==> src/rtl/tlb_pkg.sv <==
package tlb_pkg;

  typedef enum logic [1:0] {
    ACC_READ  = 2'b00,
    ACC_WRITE = 2'b01,
    ACC_EXEC  = 2'b10,
    ACC_RSVD  = 2'b11
  } acc_kind_e;

  localparam int PERM_R = 2;
  localparam int PERM_W = 1;
  localparam int PERM_X = 0;

  // Rights check: the reserved kind is treated as a read.
  function automatic logic access_ok(input logic [2:0] perm, input logic sup_only,
                                     input logic [1:0] kind, input logic is_super);
    logic need;
    case (kind)
      ACC_WRITE: need = perm[PERM_W];
      ACC_EXEC:  need = perm[PERM_X];
      default:   need = perm[PERM_R];
    endcase
    return need && (!sup_only || is_super);
  endfunction

  // Galois feedback masks giving a maximal-length sequence per width.
  function automatic logic [31:0] lfsr_taps(input int w);
    case (w)
      2:       return 32'h3;
      3:       return 32'h6;
      4:       return 32'hC;
      5:       return 32'h14;
      6:       return 32'h30;
      7:       return 32'h60;
      default: return 32'hB8;
    endcase
  endfunction

endpackage

==> src/rtl/tlb_first_one.sv <==
module tlb_first_one #(
  parameter int N     = 16,
  parameter int IDX_W = $clog2(N)
) (
  input  logic [N-1:0]     vec,
  output logic             any,
  output logic [IDX_W-1:0] idx
);
  always_comb begin
    any = |vec;
    idx = '0;
    for (int i = N - 1; i >= 0; i--) begin
      if (vec[i]) idx = IDX_W'(i);
    end
  end
endmodule

==> src/rtl/tlb_cam_match.sv <==
module tlb_cam_match #(
  parameter int ENTRIES = 16,
  parameter int VPN_W   = 20,
  parameter int PID_W   = 4
) (
  input  logic [ENTRIES-1:0]            valid_vec,
  input  logic [ENTRIES-1:0][VPN_W-1:0] tag_vpn,
  input  logic [ENTRIES-1:0][PID_W-1:0] tag_pid,
  input  logic [VPN_W-1:0]              key_vpn,
  input  logic [PID_W-1:0]              key_pid,
  output logic [ENTRIES-1:0]            match_vec
);
  for (genvar g = 0; g < ENTRIES; g++) begin : g_cmp
    assign match_vec[g] = valid_vec[g] && (tag_vpn[g] == key_vpn) && (tag_pid[g] == key_pid);
  end
endmodule

==> src/rtl/tlb_victim_lfsr.sv <==
module tlb_victim_lfsr #(
  parameter int W = 4
) (
  input  logic         clk,
  input  logic         rst_n,
  output logic [W-1:0] state
);
  localparam logic [W-1:0] TAPS = W'(tlb_pkg::lfsr_taps(W));

  logic [W-1:0] state_q;

  always_ff @(posedge clk or negedge rst_n) begin
    if (!rst_n) state_q <= W'(1);
    else        state_q <= {1'b0, state_q[W-1:1]} ^ (state_q[0] ? TAPS : '0);
  end

  assign state = state_q;

  a_r12_lfsr_nonzero: assert property (@(posedge clk) disable iff (!rst_n)
    state_q != '0) else $error("victim LFSR locked at zero");

  a_r12_lfsr_steps: assert property (@(posedge clk) disable iff (!rst_n)
    1'b1 |=> state_q != $past(state_q)) else $error("victim LFSR did not advance");
endmodule

==> src/rtl/tlb_xlate.sv <==
module tlb_xlate #(
  parameter int VA_W    = 32,
  parameter int PA_W    = 30,
  parameter int OFF_W   = 12,
  parameter int ENTRIES = 16,
  parameter int PID_W   = 4
) (
  input  logic             clk,
  input  logic             rst_n,
  input  logic             lk_valid,
  input  logic [VA_W-1:0]  lk_vaddr,
  input  logic [1:0]       lk_kind,
  input  logic             lk_super,
  input  logic [PID_W-1:0] lk_pid,
  input  logic             fill_valid,
  input  logic [VA_W-OFF_W-1:0] fill_vpn,
  input  logic [PA_W-OFF_W-1:0] fill_ppn,
  input  logic [PID_W-1:0] fill_pid,
  input  logic [2:0]       fill_perm,
  input  logic             fill_sup_only,
  input  logic             flush_all,
  input  logic             purge_valid,
  input  logic [PID_W-1:0] purge_pid,
  output logic             resp_valid,
  output logic             resp_hit,
  output logic             resp_miss,
  output logic             resp_fault,
  output logic [PA_W-1:0]  resp_paddr,
  output logic             resp_ref,
  output logic             resp_dirty
);
  import tlb_pkg::*;

  localparam int VPN_W = VA_W - OFF_W;
  localparam int PPN_W = PA_W - OFF_W;
  localparam int IDX_W = $clog2(ENTRIES);

  // Entry storage
  logic [ENTRIES-1:0]            valid_q, ref_q, dirty_q, sup_q;
  logic [ENTRIES-1:0]            valid_d, ref_d, dirty_d;
  logic [ENTRIES-1:0][VPN_W-1:0] vpn_q;
  logic [ENTRIES-1:0][PPN_W-1:0] ppn_q;
  logic [ENTRIES-1:0][PID_W-1:0] pid_q;
  logic [ENTRIES-1:0][2:0]       perm_q;

  // Named internal events
  logic [VPN_W-1:0]   key_vpn;
  logic [OFF_W-1:0]   key_off;
  logic [ENTRIES-1:0] hit_vec;
  logic               hit_any, free_any, allowed;
  logic [IDX_W-1:0]   hit_idx, free_idx, rnd_idx, victim_idx;
  logic               lk_hit, lk_miss, lk_fault, lk_write;

  assign key_vpn = lk_vaddr[VA_W-1:OFF_W];
  assign key_off = lk_vaddr[OFF_W-1:0];

  tlb_cam_match #(.ENTRIES(ENTRIES), .VPN_W(VPN_W), .PID_W(PID_W)) u_cam (
    .valid_vec(valid_q), .tag_vpn(vpn_q), .tag_pid(pid_q),
    .key_vpn(key_vpn), .key_pid(lk_pid), .match_vec(hit_vec)
  );

  tlb_first_one #(.N(ENTRIES), .IDX_W(IDX_W)) u_hit_enc (
    .vec(hit_vec), .any(hit_any), .idx(hit_idx)
  );

  tlb_first_one #(.N(ENTRIES), .IDX_W(IDX_W)) u_free_enc (
    .vec(~valid_q), .any(free_any), .idx(free_idx)
  );

  tlb_victim_lfsr #(.W(IDX_W)) u_lfsr (
    .clk(clk), .rst_n(rst_n), .state(rnd_idx)
  );

  assign victim_idx = free_any ? free_idx : rnd_idx;
  assign allowed    = access_ok(perm_q[hit_idx], sup_q[hit_idx], lk_kind, lk_super);
  assign lk_hit     = lk_valid && hit_any && allowed;
  assign lk_fault   = lk_valid && hit_any && !allowed;
  assign lk_miss    = lk_valid && !hit_any;
  assign lk_write   = (lk_kind == ACC_WRITE);

  // Next state of the status bits: lookup update, then purge, fill, flush.
  always_comb begin
    valid_d = valid_q;
    ref_d   = ref_q;
    dirty_d = dirty_q;
    if (lk_hit) begin
      ref_d[hit_idx] = 1'b1;
      if (lk_write) dirty_d[hit_idx] = 1'b1;
    end
    if (purge_valid) begin
      for (int i = 0; i < ENTRIES; i++) begin
        if (pid_q[i] == purge_pid) valid_d[i] = 1'b0;
      end
    end
    if (fill_valid) begin
      valid_d[victim_idx] = 1'b1;
      ref_d[victim_idx]   = 1'b0;
      dirty_d[victim_idx] = 1'b0;
    end
    if (flush_all) valid_d = '0;
  end

  always_ff @(posedge clk or negedge rst_n) begin
    if (!rst_n) begin
      valid_q <= '0;
      ref_q   <= '0;
      dirty_q <= '0;
    end else begin
      valid_q <= valid_d;
      ref_q   <= ref_d;
      dirty_q <= dirty_d;
    end
  end

  always_ff @(posedge clk) begin
    if (fill_valid) begin
      vpn_q[victim_idx]  <= fill_vpn;
      ppn_q[victim_idx]  <= fill_ppn;
      pid_q[victim_idx]  <= fill_pid;
      perm_q[victim_idx] <= fill_perm;
      sup_q[victim_idx]  <= fill_sup_only;
    end
  end

  // Registered response
  always_ff @(posedge clk or negedge rst_n) begin
    if (!rst_n) begin
      resp_valid <= 1'b0;
      resp_hit   <= 1'b0;
      resp_miss  <= 1'b0;
      resp_fault <= 1'b0;
      resp_paddr <= '0;
      resp_ref   <= 1'b0;
      resp_dirty <= 1'b0;
    end else begin
      resp_valid <= lk_valid;
      resp_hit   <= lk_hit;
      resp_miss  <= lk_miss;
      resp_fault <= lk_fault;
      resp_paddr <= lk_hit ? {ppn_q[hit_idx], key_off} : '0;
      resp_ref   <= lk_hit && ref_q[hit_idx];
      resp_dirty <= lk_hit && dirty_q[hit_idx];
    end
  end

  // Assertions
  a_r1_one_outcome: assert property (@(posedge clk) disable iff (!rst_n)
    resp_valid == (resp_hit || resp_miss || resp_fault) && $onehot0({resp_hit, resp_miss, resp_fault}))
    else $error("response flags inconsistent");

  a_r1_offset_kept: assert property (@(posedge clk) disable iff (!rst_n)
    lk_hit |=> resp_paddr[OFF_W-1:0] == $past(key_off)) else $error("offset altered");

  a_r2_single_match: assert property (@(posedge clk) disable iff (!rst_n)
    lk_valid |-> $onehot0(hit_vec)) else $error("duplicate translation present");

  a_r3_miss_keeps_state: assert property (@(posedge clk) disable iff (!rst_n)
    (lk_miss && !fill_valid && !flush_all && !purge_valid)
      |=> $stable(valid_q) && $stable(ref_q) && $stable(dirty_q)) else $error("miss changed state");

  a_r6_fault_quiet: assert property (@(posedge clk) disable iff (!rst_n)
    resp_fault |-> resp_paddr == '0 && !resp_ref && !resp_dirty) else $error("fault leaked data");

  a_r8_dirty_set: assert property (@(posedge clk) disable iff (!rst_n)
    (lk_hit && lk_write && !fill_valid && !flush_all && !purge_valid)
      |=> dirty_q[$past(hit_idx)] && ref_q[$past(hit_idx)]) else $error("write hit did not mark entry");

  a_r9_flush_clears: assert property (@(posedge clk) disable iff (!rst_n)
    flush_all |=> valid_q == '0) else $error("flush left entries valid");

  a_r11_free_first: assert property (@(posedge clk) disable iff (!rst_n)
    (fill_valid && !(&valid_q) && !flush_all && !purge_valid)
      |=> $countones(valid_q) == $past($countones(valid_q)) + 1) else $error("fill overwrote a live entry");

  a_r12_full_stays_full: assert property (@(posedge clk) disable iff (!rst_n)
    (fill_valid && (&valid_q) && !flush_all && !purge_valid) |=> &valid_q)
    else $error("replacement dropped an entry");
endmodule

==> config.mk <==
export PLATFORM = sky130hd
export DESIGN_NAME = tlb_xlate
export DESIGN_NICKNAME = d
export VERILOG_FILES = /design/src/rtl/tlb_pkg.sv /design/src/rtl/tlb_first_one.sv /design/src/rtl/tlb_cam_match.sv /design/src/rtl/tlb_victim_lfsr.sv /design/src/rtl/tlb_xlate.sv
export SDC_FILE = /design/constraint.sdc
export NUM_CORES = 1
export LEC_CHECK = 0
export BUFFER_PORTS_ARGS = -buffer_cell sky130_fd_sc_hd__buf_2
export CAP_MARGIN = 20
export CORE_ASPECT_RATIO = 1.75
export CORE_MARGIN = 2
export CORE_UTILIZATION = 45
export DETAILED_ROUTE_END_ITERATION = 7
export PLACE_DENSITY_LB_ADDON = 0.2
export REMOVE_ABC_BUFFERS = 1
export SLEW_MARGIN = 20
export SYNTH_ARGS = -nofsm -noshare
export SYNTH_HDL_FRONTEND = slang
export SYNTH_SLANG_ARGS = --single-unit
==> constraint.sdc <==
create_clock -name clk -period 5.4 [get_ports clk]
set_clock_uncertainty 0.2 [all_clocks]
set_input_delay 0.27 -clock clk [delete_from_list [all_inputs] [get_ports clk]]
set_output_delay 0.27 -clock clk [all_outputs]
set_load 0.01 [all_outputs]
# Word level (Yosys, flattened, before mapping)
# Index checks and enable logic that the tools add are counted.
[word_totals]
regBits = 824
inputBits = 95
output_inout_bits = 36
elab_cells = 272
[classes]
order_cmp = 4
eq_ne = 50
mux = 87
bitwise_logic = 8
n_reduce_logical = 47
[ops]
columns = ["op", "n"]
rows = [
  ["$bwmux W320", 1],
  ["$eq A20 B20 Y1", 16],
  ["$bwmux W288", 1],
  ["$mux W4", 35],
  ["$eq A4 B4 Y1", 32],
  ["$mux W16", 8],
  ["$demux W20 S4", 1],
  ["$bmux W18 S4", 1],
  ["$demux W18 S4", 1],
  ["$bwmux W64", 1],
  ["$bwmux W48", 1],
  ["$or A16 B16 Y16", 3],
  ["$logic_and A1 B1 Y1", 41],
  ["$mux W18", 2],
  ["$and A16 B16 Y16", 2],
  ["$not A16 Y16", 2],
  ["$reduce_or A16 Y1", 2],
  ["$mux W30", 1],
  ["$mux W1", 21],
  ["$mux W20", 1],
  ["$bwmux W16", 1],
  ["$demux W4 S4", 1],
  ["$bmux W1 S4", 3],
  ["$bmux W3 S4", 1],
  ["11 further kinds", 17],
]

# Depth between registers and ports, before layout
# Gate-level depths: netlist of the first run.
[depth]
word_depth = 28
mapped_depth = 19
mapped_depth_nobuf = 14

# Modules after synthesis
# Synthesis of the first run repeated with hierarchy kept, for this count alone.
[hier_totals]
cells_unflattened = 2040
area_unflattened_um2 = 34668.2
[modules_own_cells]
columns = ["mod", "n_inst", "cells_per_inst", "area_per_inst_um2", "seq_area_each_um2"]
rows = [
  ["tlb_xlate", 1, 1391, 29474.5, 24203.2],
  ["tlb_cam_match", 1, 576, 4730.8, 0.0],
  ["tlb_first_one", 2, 34, 176.4, 0.0],
  ["tlb_victim_lfsr", 1, 5, 110.1, 101.3],
]

# Worst setup path before layout of the first run
# OpenSTA, ideal clock, no wires.
[synth_path]
path_kind = "input to register"
from = "input port lk_vaddr[30]"
to = "register resp_paddr[27]"
setup_ps = 96
t_arrival_ps = 4270
required_ps = 5104
setup_slack_ps = 835
stages = 18
n_path_buf = 5
cell_sequence = "buf_2 buf_2 xnor2_1 nand2_1 or3b_2 nor4_1 nand4_1 o2111a_1 buf_2 o21ai_4 mux2_2 or3_1 o221ai_1 o32ai_2 or4_1 buf_2 buf_6 nor4_2"
[synth_between]
elab_chain_len = 26
elab_cells_between_ends = 78
cone_classes = "16 x eq/ne; 24 x mux; 38 x reduce/logical"
[synth_rtl]
columns = ["item", "line", "rtl"]
rows = [
  ["from (decl)", "tlb_xlate.sv:11", "input logic [VA_W-1:0] lk_vaddr,"],
  ["branches (longest 25 deep; another with $eq A20 B20 Y1)", "--", ""],
  ["$mux W30 *", "tlb_xlate.sv:140", "resp_paddr <= lk_hit ? {ppn_q[hit_idx], key_off} : '0;"],
  ["to (signal assigned)", "tlb_xlate.sv:140", ""],
  ["to (decl)", "tlb_xlate.sv:28", "output logic [PA_W-1:0] resp_paddr,"],
]
# Every way passes the cells marked *. The select of a mux whose other input is x is not followed.
# A chain may end at the register's enable or synchronous reset.

# Final worst setup path of the first run
[layout_path]
from = "register pid_q[15] (netlist name)"
to = "register resp_paddr[19]"
[layout_between]
elab_chain_len = 13
elab_cells_between_ends = 20
cone_classes = "1 x eq/ne; 12 x mux; 7 x reduce/logical"
[layout_rtl]
columns = ["item", "line", "rtl"]
rows = [
  ["from (decl)", "tlb_xlate.sv:43", "logic [ENTRIES-1:0][PID_W-1:0] pid_q;"],
  ["from (signal, indexed assignment)", "tlb_xlate.sv:119", "pid_q[victim_idx] <= fill_pid;"],
  ["$eq A4 B4 Y1 *", "tlb_cam_match.sv:14", "assign match_vec[g] = valid_vec[g] && (tag_vpn[g] == key_vpn) && (tag_pid[g] == key_pid);"],
  ["$logic_and A1 B1 Y1 *", "tlb_cam_match.sv:14", ""],
  ["branches (longest 10 deep; another with $mux W4)", "--", ""],
  ["$mux W30 *", "tlb_xlate.sv:140", ""],
]
# Marks and branches as above.

==> flow_metrics.py, run 1 <==
metrics = {
    "status": {
        "outcome": "finished, final reports clean",
    },
    "routing": {
        "wirelength_um": 127600,
        "wl_per_cell_um": 32.00,
        "drt_iter0_markers": 2155,
        "via_per_inst": 6.060,
        "ant_nets": 0,
        "drtPass1Iterations": 5,
        "drcViolationCount": 0,
        "vias": 24170,
    },
    "timing": {
        "setup_viol": 0,
        "final_hold_viol_count": 0,
        "period_needed_ns": 5.323,
        "rsz0062_at_grt": "no",
        "drv_slew": 0,
        "slew_headroom_pct": 33.46,
        "post-route-period-util_pct": 98.57,
        "worst_pin_slew_ns": 0.9730,
        "fmax_mhz": 187.9,
    },
    "critical_path": {
        "crit_path_end_kind": "register",
        "crit_type": "register to register",
        "r2r_start": "pid_q[15]$_DFFE_PP_",
        "startpoint": "pid_q[15]$_DFFE_PP_",
        "cp.arrival_ns": 5.64,
        "required_ns": 5.72,
        "crit_path_max_fanout": 33,
        "startpoint_type": "register",
    },
    "synth": {
        "synthFlopType": "edfxtp_1",
        "syn_inst": 2546,
        "synth_area_leaders": "edfxtp_1 62%, xnor2_1 6.2%, dfrtp_1 6.1%",
        "avgSynthCellArea_um2": 14.03,
        "synth_top_family_by_area": "XOR/XNOR gates",
        "ys_seq_elements": 824,
        "synth-compound-area-share_pct": 6.451,
        "synth_fa_ha_area_share_pct": 0.07008,
        "synthArstFlopShare_pct": 10.68,
        "yosysSeqAreaShare_pct": 68.06,
        "synth.top_cell.area_share_pct": 61.89,
        "synth_common_cells": "736 x edfxtp_1, 251 x xnor2_1, 201 x xor2_1",
        "yosys.area_share.simple_pct": 10.50,
        "synth_xor_area_share_pct": 11.09,
        "synthesis.area_mm2": 0.03571,
        "synth_area_leader_cell": "edfxtp_1",
        "yosys.cell_types.count": 82,
        "synth_edf_count": 736,
        "synth_mux_area_share_pct": 1.773,
        "synth_most_common_cell": "edfxtp_1",
        "yosys_warnings": 0,
    },
    "worst_hold_path": {
        "min_from": "fill_valid",
        "hp-class": "input port to register",
    },
    "clock_tree": {
        "cts_post_setup_buffers_inserted": 0,
        "cts-root-buf": "clkbuf_16",
        "cts.clk_slew.worst_paths_ns": 0.07,
        "clkLatencyLatePin_ns": 0.65,
        "clk_path_buf_depth": 3,
        "numCtsBuffers": 79,
        "htree_levels": 3,
        "cts_tree": "done",
        "numClockSinks": 824,
    },
    "placement": {
        "io_buffers": 130,
        "dpl_cell_area_mm2": 0.03884,
        "place.gp.congestion": 1.025,
        "place_hpwl_um": 85200,
    },
    "layout": {
        "regArea_mm2": 0.02430,
        "area_growth_syn_to_layout_pct": 17.81,
        "nFillCells": 6560,
        "final_nets": 2986,
        "multiInputGateArea_mm2": 0.01073,
        "final_layout_size_suffix_gt1_share_pct": 17.05,
        "final_cell_area_mm2": 0.04207,
    },
    "die": {
        "die_height_um": 376.7,
        "initial_core_util_pct": 45.42,
        "pin_count": 131,
        "dieWidth_um": 216.9,
        "core_mm2": 0.07862,
        "fp-row-count": 136,
        "dieArea_mm2": 0.08171,
    },
    "global_route": {
        "grt_pass1_wl_um": 178400,
        "grtUsageTotal_pct": 31.24,
        "antenna_found_initial": 2,
        "grt_pass1_vias": 24590,
        "grt_overflow": 0,
        "grt_max_degree": 70,
    },
    "power": {
        "power_density_mw_per_mm2": 319.0,
        "p_leak_nw": 14.68,
        "ir_worst_vdd_v": 0.0003121,
        "totalPowerFinal_mw": 13.42,
    },
    "run": {
        "maxCapViolCount": 0,
    },
}
state kept, by name (all words and copies together) (netlist names), 4 cells and up:
signal	cells
u_lfsr.state	4
dirty_q	16
ref_q	16
perm_q	48
vpn_q	320
sup_q	16
ppn_q	288
resp_paddr	30
pid_q	64
valid_q	16
where the power goes:
group	total (mW)	internal (mW)	switching (mW)
sequential	7.03	7.00	0.0253
combinational	0.833	0.264	0.568
clock	5.56	3.14	2.42
total	13.4	10.4	3.02
critical path, cell delays in order (launching register included):
cell	delay, ns
edfxtp_1	0.46
xnor2_1	0.68
nand4_1	0.21
or4b_2	0.82
nor2_1	0.14
a21bo_2	0.16
a41oi_2	0.07
buf_4	0.21
a21oi_4	0.25
mux2_1	0.36
nor3_1	0.16
or4_1	0.16
o32ai_2	0.09
or4_2	0.66
buf_12	0.22
a2111oi_2	0.32
cell families (layout without fill, tap and decap cells):
family                     after synthesis  in the layout
adders and majority gates                2              2
other                                    0              2
and+or+nand+nor                        691            691
buffers and inverters                  174            579
muxes                                   62             62
AOI/OAI and AO/OA                      341            341
xor gates and xnor gates               452            452
DFF                                    824            824
through the flow:
| step | std cells | setup TNS [ns] | utilization (%) | hold slack (ns) | worst slack [ns] |
|---|---|---|---|---|---|
| 2_1_floorplan | 2419 | -142.40 | - | -0.2256 | -2.437 |
| 3_3_place_gp | 3780 | -0.2031 | 49.41 | 0.08022 | -0.06176 |
| 3_5_place_dp | 3780 | -1.030 | 49.41 | 0.07955 | -0.1748 |
| 4_1_cts | 3986 | 0 | 53.46 | 0.006186 | 0.1089 |
| 5_1_grt | 3986 | 0 | 53.51 | 0.03143 | 0.004873 |
| 6_report | 3988 | 0 | 53.51 | 0.05209 | 0.07713 |
layout make-up:
class,instances,share of cell area [%]
inverter,47,0.4223
antenna,2,0.01190
clock buffer,109,5.309
clock inverter,34,0.7316
multi-input combinational,1548,25.51
timing repair buffer,389,7.168
tap,1035,3.078
sequential,824,57.77
layer usage:
metal / vias to the layer above / global-route usage (%) / part of all wire (%)
met4: 0 / 24.45 / 9.3
met2: 1212 / 54.68 / 51
met3: 387 / 4.796 / 5.8
met1: 12290 / 33.64 / 34
met5: - / 0 / 0
li1: 10280 / - / -
worst paths after layout:
| kind | end | slack [ns] | cells past startpoint |
|---|---|---|---|
| max in group asynchronous | valid_q[6]$_DFF_PN0_ | 3.71 | 4 |
| hold reg to reg | u_lfsr.state[1]$_DFF_PN0_ | 0.18 | 0 |
| setup / recovery | resp_paddr[19]$_DFF_PN0_ | 0.08 | 15 |
| min in group asynchronous | resp_paddr[9]$_DFF_PN0_ | 0.47 | 4 |
| hold / removal | valid_q[1]$_DFF_PN0_ | 0.05 | 5 |
| setup reg to reg | resp_paddr[19]$_DFF_PN0_ | 0.08 | 15 |
what timing repair did:
item	4_1_cts	5_1_grt
endpoints found under the hold margin	759	0
gates resized for setup	0	5
hold buffers	63	0
endpoints found under the setup margin	0	8
cell usage in the layout, fill, tap and decap left out, types with 82 or more instances in the layout:
cell type and n:
nand2_1 179, buf_2 129, clkbuf_16 82, edfxtp_1 736, a21oi_1 100, xor2_1 201, nand4_1 117, buf_4 177
dfrtp_1 87, xnor2_1 249
(Power assumes the default switching activity.)
==> inputs of run 2 (changes only) <==
--- a/config.mk
+++ b/config.mk
@@ -7,10 +7,13 @@
 export LEC_CHECK = 0
 export BUFFER_PORTS_ARGS = -buffer_cell sky130_fd_sc_hd__buf_2
 export CAP_MARGIN = 20
+export CELL_PAD_IN_SITES_DETAIL_PLACEMENT = 1
+export CELL_PAD_IN_SITES_GLOBAL_PLACEMENT = 1
 export CORE_ASPECT_RATIO = 1.75
 export CORE_MARGIN = 2
 export CORE_UTILIZATION = 45
 export DETAILED_ROUTE_END_ITERATION = 7
+export HOLD_SLACK_MARGIN = 0.1
 export PLACE_DENSITY_LB_ADDON = 0.2
 export REMOVE_ABC_BUFFERS = 1
 export SLEW_MARGIN = 20
==> run 2 against run 1 <==
- cell area is 0.43% higher
- sequential power hardly changed
- flip-flop and latch count stayed put
- clock-buffer cell count is 3 lower
- final cell count hardly changed
- combinational power hardly changed
- maximum frequency is 2.5% higher
- sequential share of layout area is 0.25 points lower
- worst hold slack better by 0.11 ns
- die area stayed put
- routed wire length is 3.6% higher
- critical endpoint is now resp_paddr[25]$_DFF_PN0_
==> flow_metrics.py, run 2 (synthesized netlist as in run 1, its figures left out) <==
metrics = {
    "status": {
        "outcome": "finished, final reports clean",
    },
    "timing": {
        "worst_pin_slew_ns": 1.021,
        "setup_viol": 0,
        "finalWorstSetupSlack_ns": 0.2059,
        "final_hold_viol_count": 0,
        "setup_tns_ns": 0,
        "slew_headroom_pct": 30.19,
        "drv_slew": 0,
        "post-route-period-util_pct": 96.19,
        "period_needed_ns": 5.194,
        "fmax_mhz": 192.5,
        "rsz0062_at_grt": "no",
    },
    "critical_path": {
        "crit_path_max_fanout": 30,
        "crit_path_end_kind": "register",
        "crit_type": "register to register",
        "rrSetupSlack_ns": 0.21,
        "required_ns": 5.75,
        "r2r_cells": 15,
        "startpoint_type": "register",
        "cp.arrival_ns": 5.55,
        "startpoint": "vpn_q[315]$_DFFE_PP_",
        "r2r-end": "resp_paddr[25]$_DFF_PN0_",
        "r2r_start": "vpn_q[315]$_DFFE_PP_",
        "endpoint": "resp_paddr[25]$_DFF_PN0_",
    },
    "layout": {
        "final_nets": 2983,
        "nFillCells": 7713,
        "final_cell_mix": "736 x edfxtp_1, 251 x xnor2_1, 200 x xor2_1, 178 x nand2_1, 171 x buf_4",
        "regMostFlops": "vpn_q",
        "largest_register_ff_count": 320,
        "area_growth_syn_to_layout_pct": 18.33,
        "postLayoutCoreUtil_pct": 53.75,
        "layout_commonest_cell": "edfxtp_1",
        "layout.cells.non_filler": 3985,
        "final_cell_area_mm2": 0.04225,
        "final_layout_size_suffix_gt1_share_pct": 16.72,
        "top_regs": "vpn_q (320), ppn_q (288), pid_q (64)",
    },
    "die": {
        "fp-row-count": 136,
        "dieWidth_um": 216.9,
        "dieArea_mm2": 0.08171,
        "die_height_um": 376.7,
        "pin_count": 131,
        "core_mm2": 0.07862,
        "initial_core_util_pct": 45.42,
    },
    "run": {
        "maxCapViolCount": 0,
    },
    "clock_tree": {
        "clk_path_buf_depth": 3,
        "clkLatencyLatePin_ns": 0.68,
        "numClockSinks": 824,
        "cts_tree": "done",
        "cts.clk_slew.worst_paths_ns": 0.07,
        "cts-root-buf": "clkbuf_16",
        "numCtsBuffers": 78,
        "htree_levels": 3,
    },
    "power": {
        "ir_worst_vdd_v": 0.0003335,
        "p_leak_nw": 14.74,
        "power_density_mw_per_mm2": 328.5,
    },
    "routing": {
        "drcViolationCount": 0,
        "wirelength_um": 132300,
        "drt_iter0_markers": 1796,
        "ant_nets": 0,
        "wl_per_cell_um": 33.19,
        "via_per_inst": 6.071,
        "drtPass1Iterations": 5,
        "vias": 24190,
    },
    "placement": {
        "place_hpwl_um": 89600,
        "io_buffers": 130,
        "dp_cells": 3774,
        "place.gp.congestion": 0.9574,
        "place_ws_ns": -0.1795,
        "dpl_cell_area_mm2": 0.03880,
    },
    "global_route": {
        "grt_pass1_vias": 26390,
        "antenna_found_initial": 1,
        "grtUsageTotal_pct": 32.75,
        "grt_max_degree": 60,
        "grt_overflow": 0,
        "grt_pass1_wl_um": 188300,
    },
    "worst_hold_path": {
        "hp-class": "input port to register",
    },
}
==> run 2: worst min-delay path by stage <==
stage,slack [ns],to,from,cells after the start
2_1_floorplan,-0.23,dirty_q[0]$_DFF_PN0_,rst_n,0
3_3_place_gp,0.08,resp_paddr[20]$_DFF_PN0_,rst_n,1
3_5_place_dp,0.08,resp_paddr[20]$_DFF_PN0_,rst_n,1
4_1_cts,0.12,resp_paddr[7]$_DFF_PN0_,lk_vaddr[7],4
5_1_grt,0.17,resp_paddr[9]$_DFF_PN0_,lk_vaddr[9],4
6_report,0.16,resp_paddr[7]$_DFF_PN0_,lk_vaddr[7],4
==> run 2: critical path, stage by stage, from the launching register on <==
cell and delay, ns:
edfxtp_1 0.40, xor2_1 0.19, or4b_1 0.53, or4_1 0.49
or2_1 0.28, a211oi_2 0.36, o21ai_1 0.16, a31oi_4 0.32
o21bai_2 0.11, buf_4 0.20, a31oi_1 0.26, a21o_1 0.20
a2bb2oi_2 0.10, or4_2 0.71, buf_12 0.22, a2111oi_2 0.31
==> run 2: metrics by stage <==
stage          total power, mW  hold slack, ns
5_1_grt                  14.20          0.1676
6_report                 13.88          0.1650
2_1_floorplan            7.428         -0.2256
4_1_cts                  13.94          0.1201
3_3_place_gp             7.920         0.07742
3_5_place_dp             7.942         0.07535
==> run 2: cell type report <==
type	instances	area [µm²]	area share (%)
multi-input combinational	1548	10710	25.34
clock inverter	37	565.5	1.338
sequential	824	24300	57.52
antenna	1	2.502	0.005922
inverter	47	176.4	0.4175
clock buffer	106	2192	5.188
timing repair buffer	387	3010	7.125
tap	1035	1295	3.065
==> run 2: report_power, final <==
part / internal, mW / switching (mW)
Clock: 3.53 / 2.49
Sequential: 7.00 / 0.0234
Combinational: 0.266 / 0.570
Total: 10.8 / 3.08
==> run 2: per-layer routing <==
metal / track usage [%] / vias to the layer above / part of all wire [%]
met3: 4.684 / 372 / 4.8
met1: 34.73 / 12600 / 34
met2: 58.45 / 942 / 52
li1: - / 10280 / -
met4: 25.07 / 0 / 8.8
met5: 0 / - / 0
==> run 2: repair_timing <==
item,4_1_cts,5_1_grt
hold endpoints to repair,849,0
gates resized for setup,0,2
hold buffers,67,0
setup endpoints to repair,0,23
buffers inserted,0,0
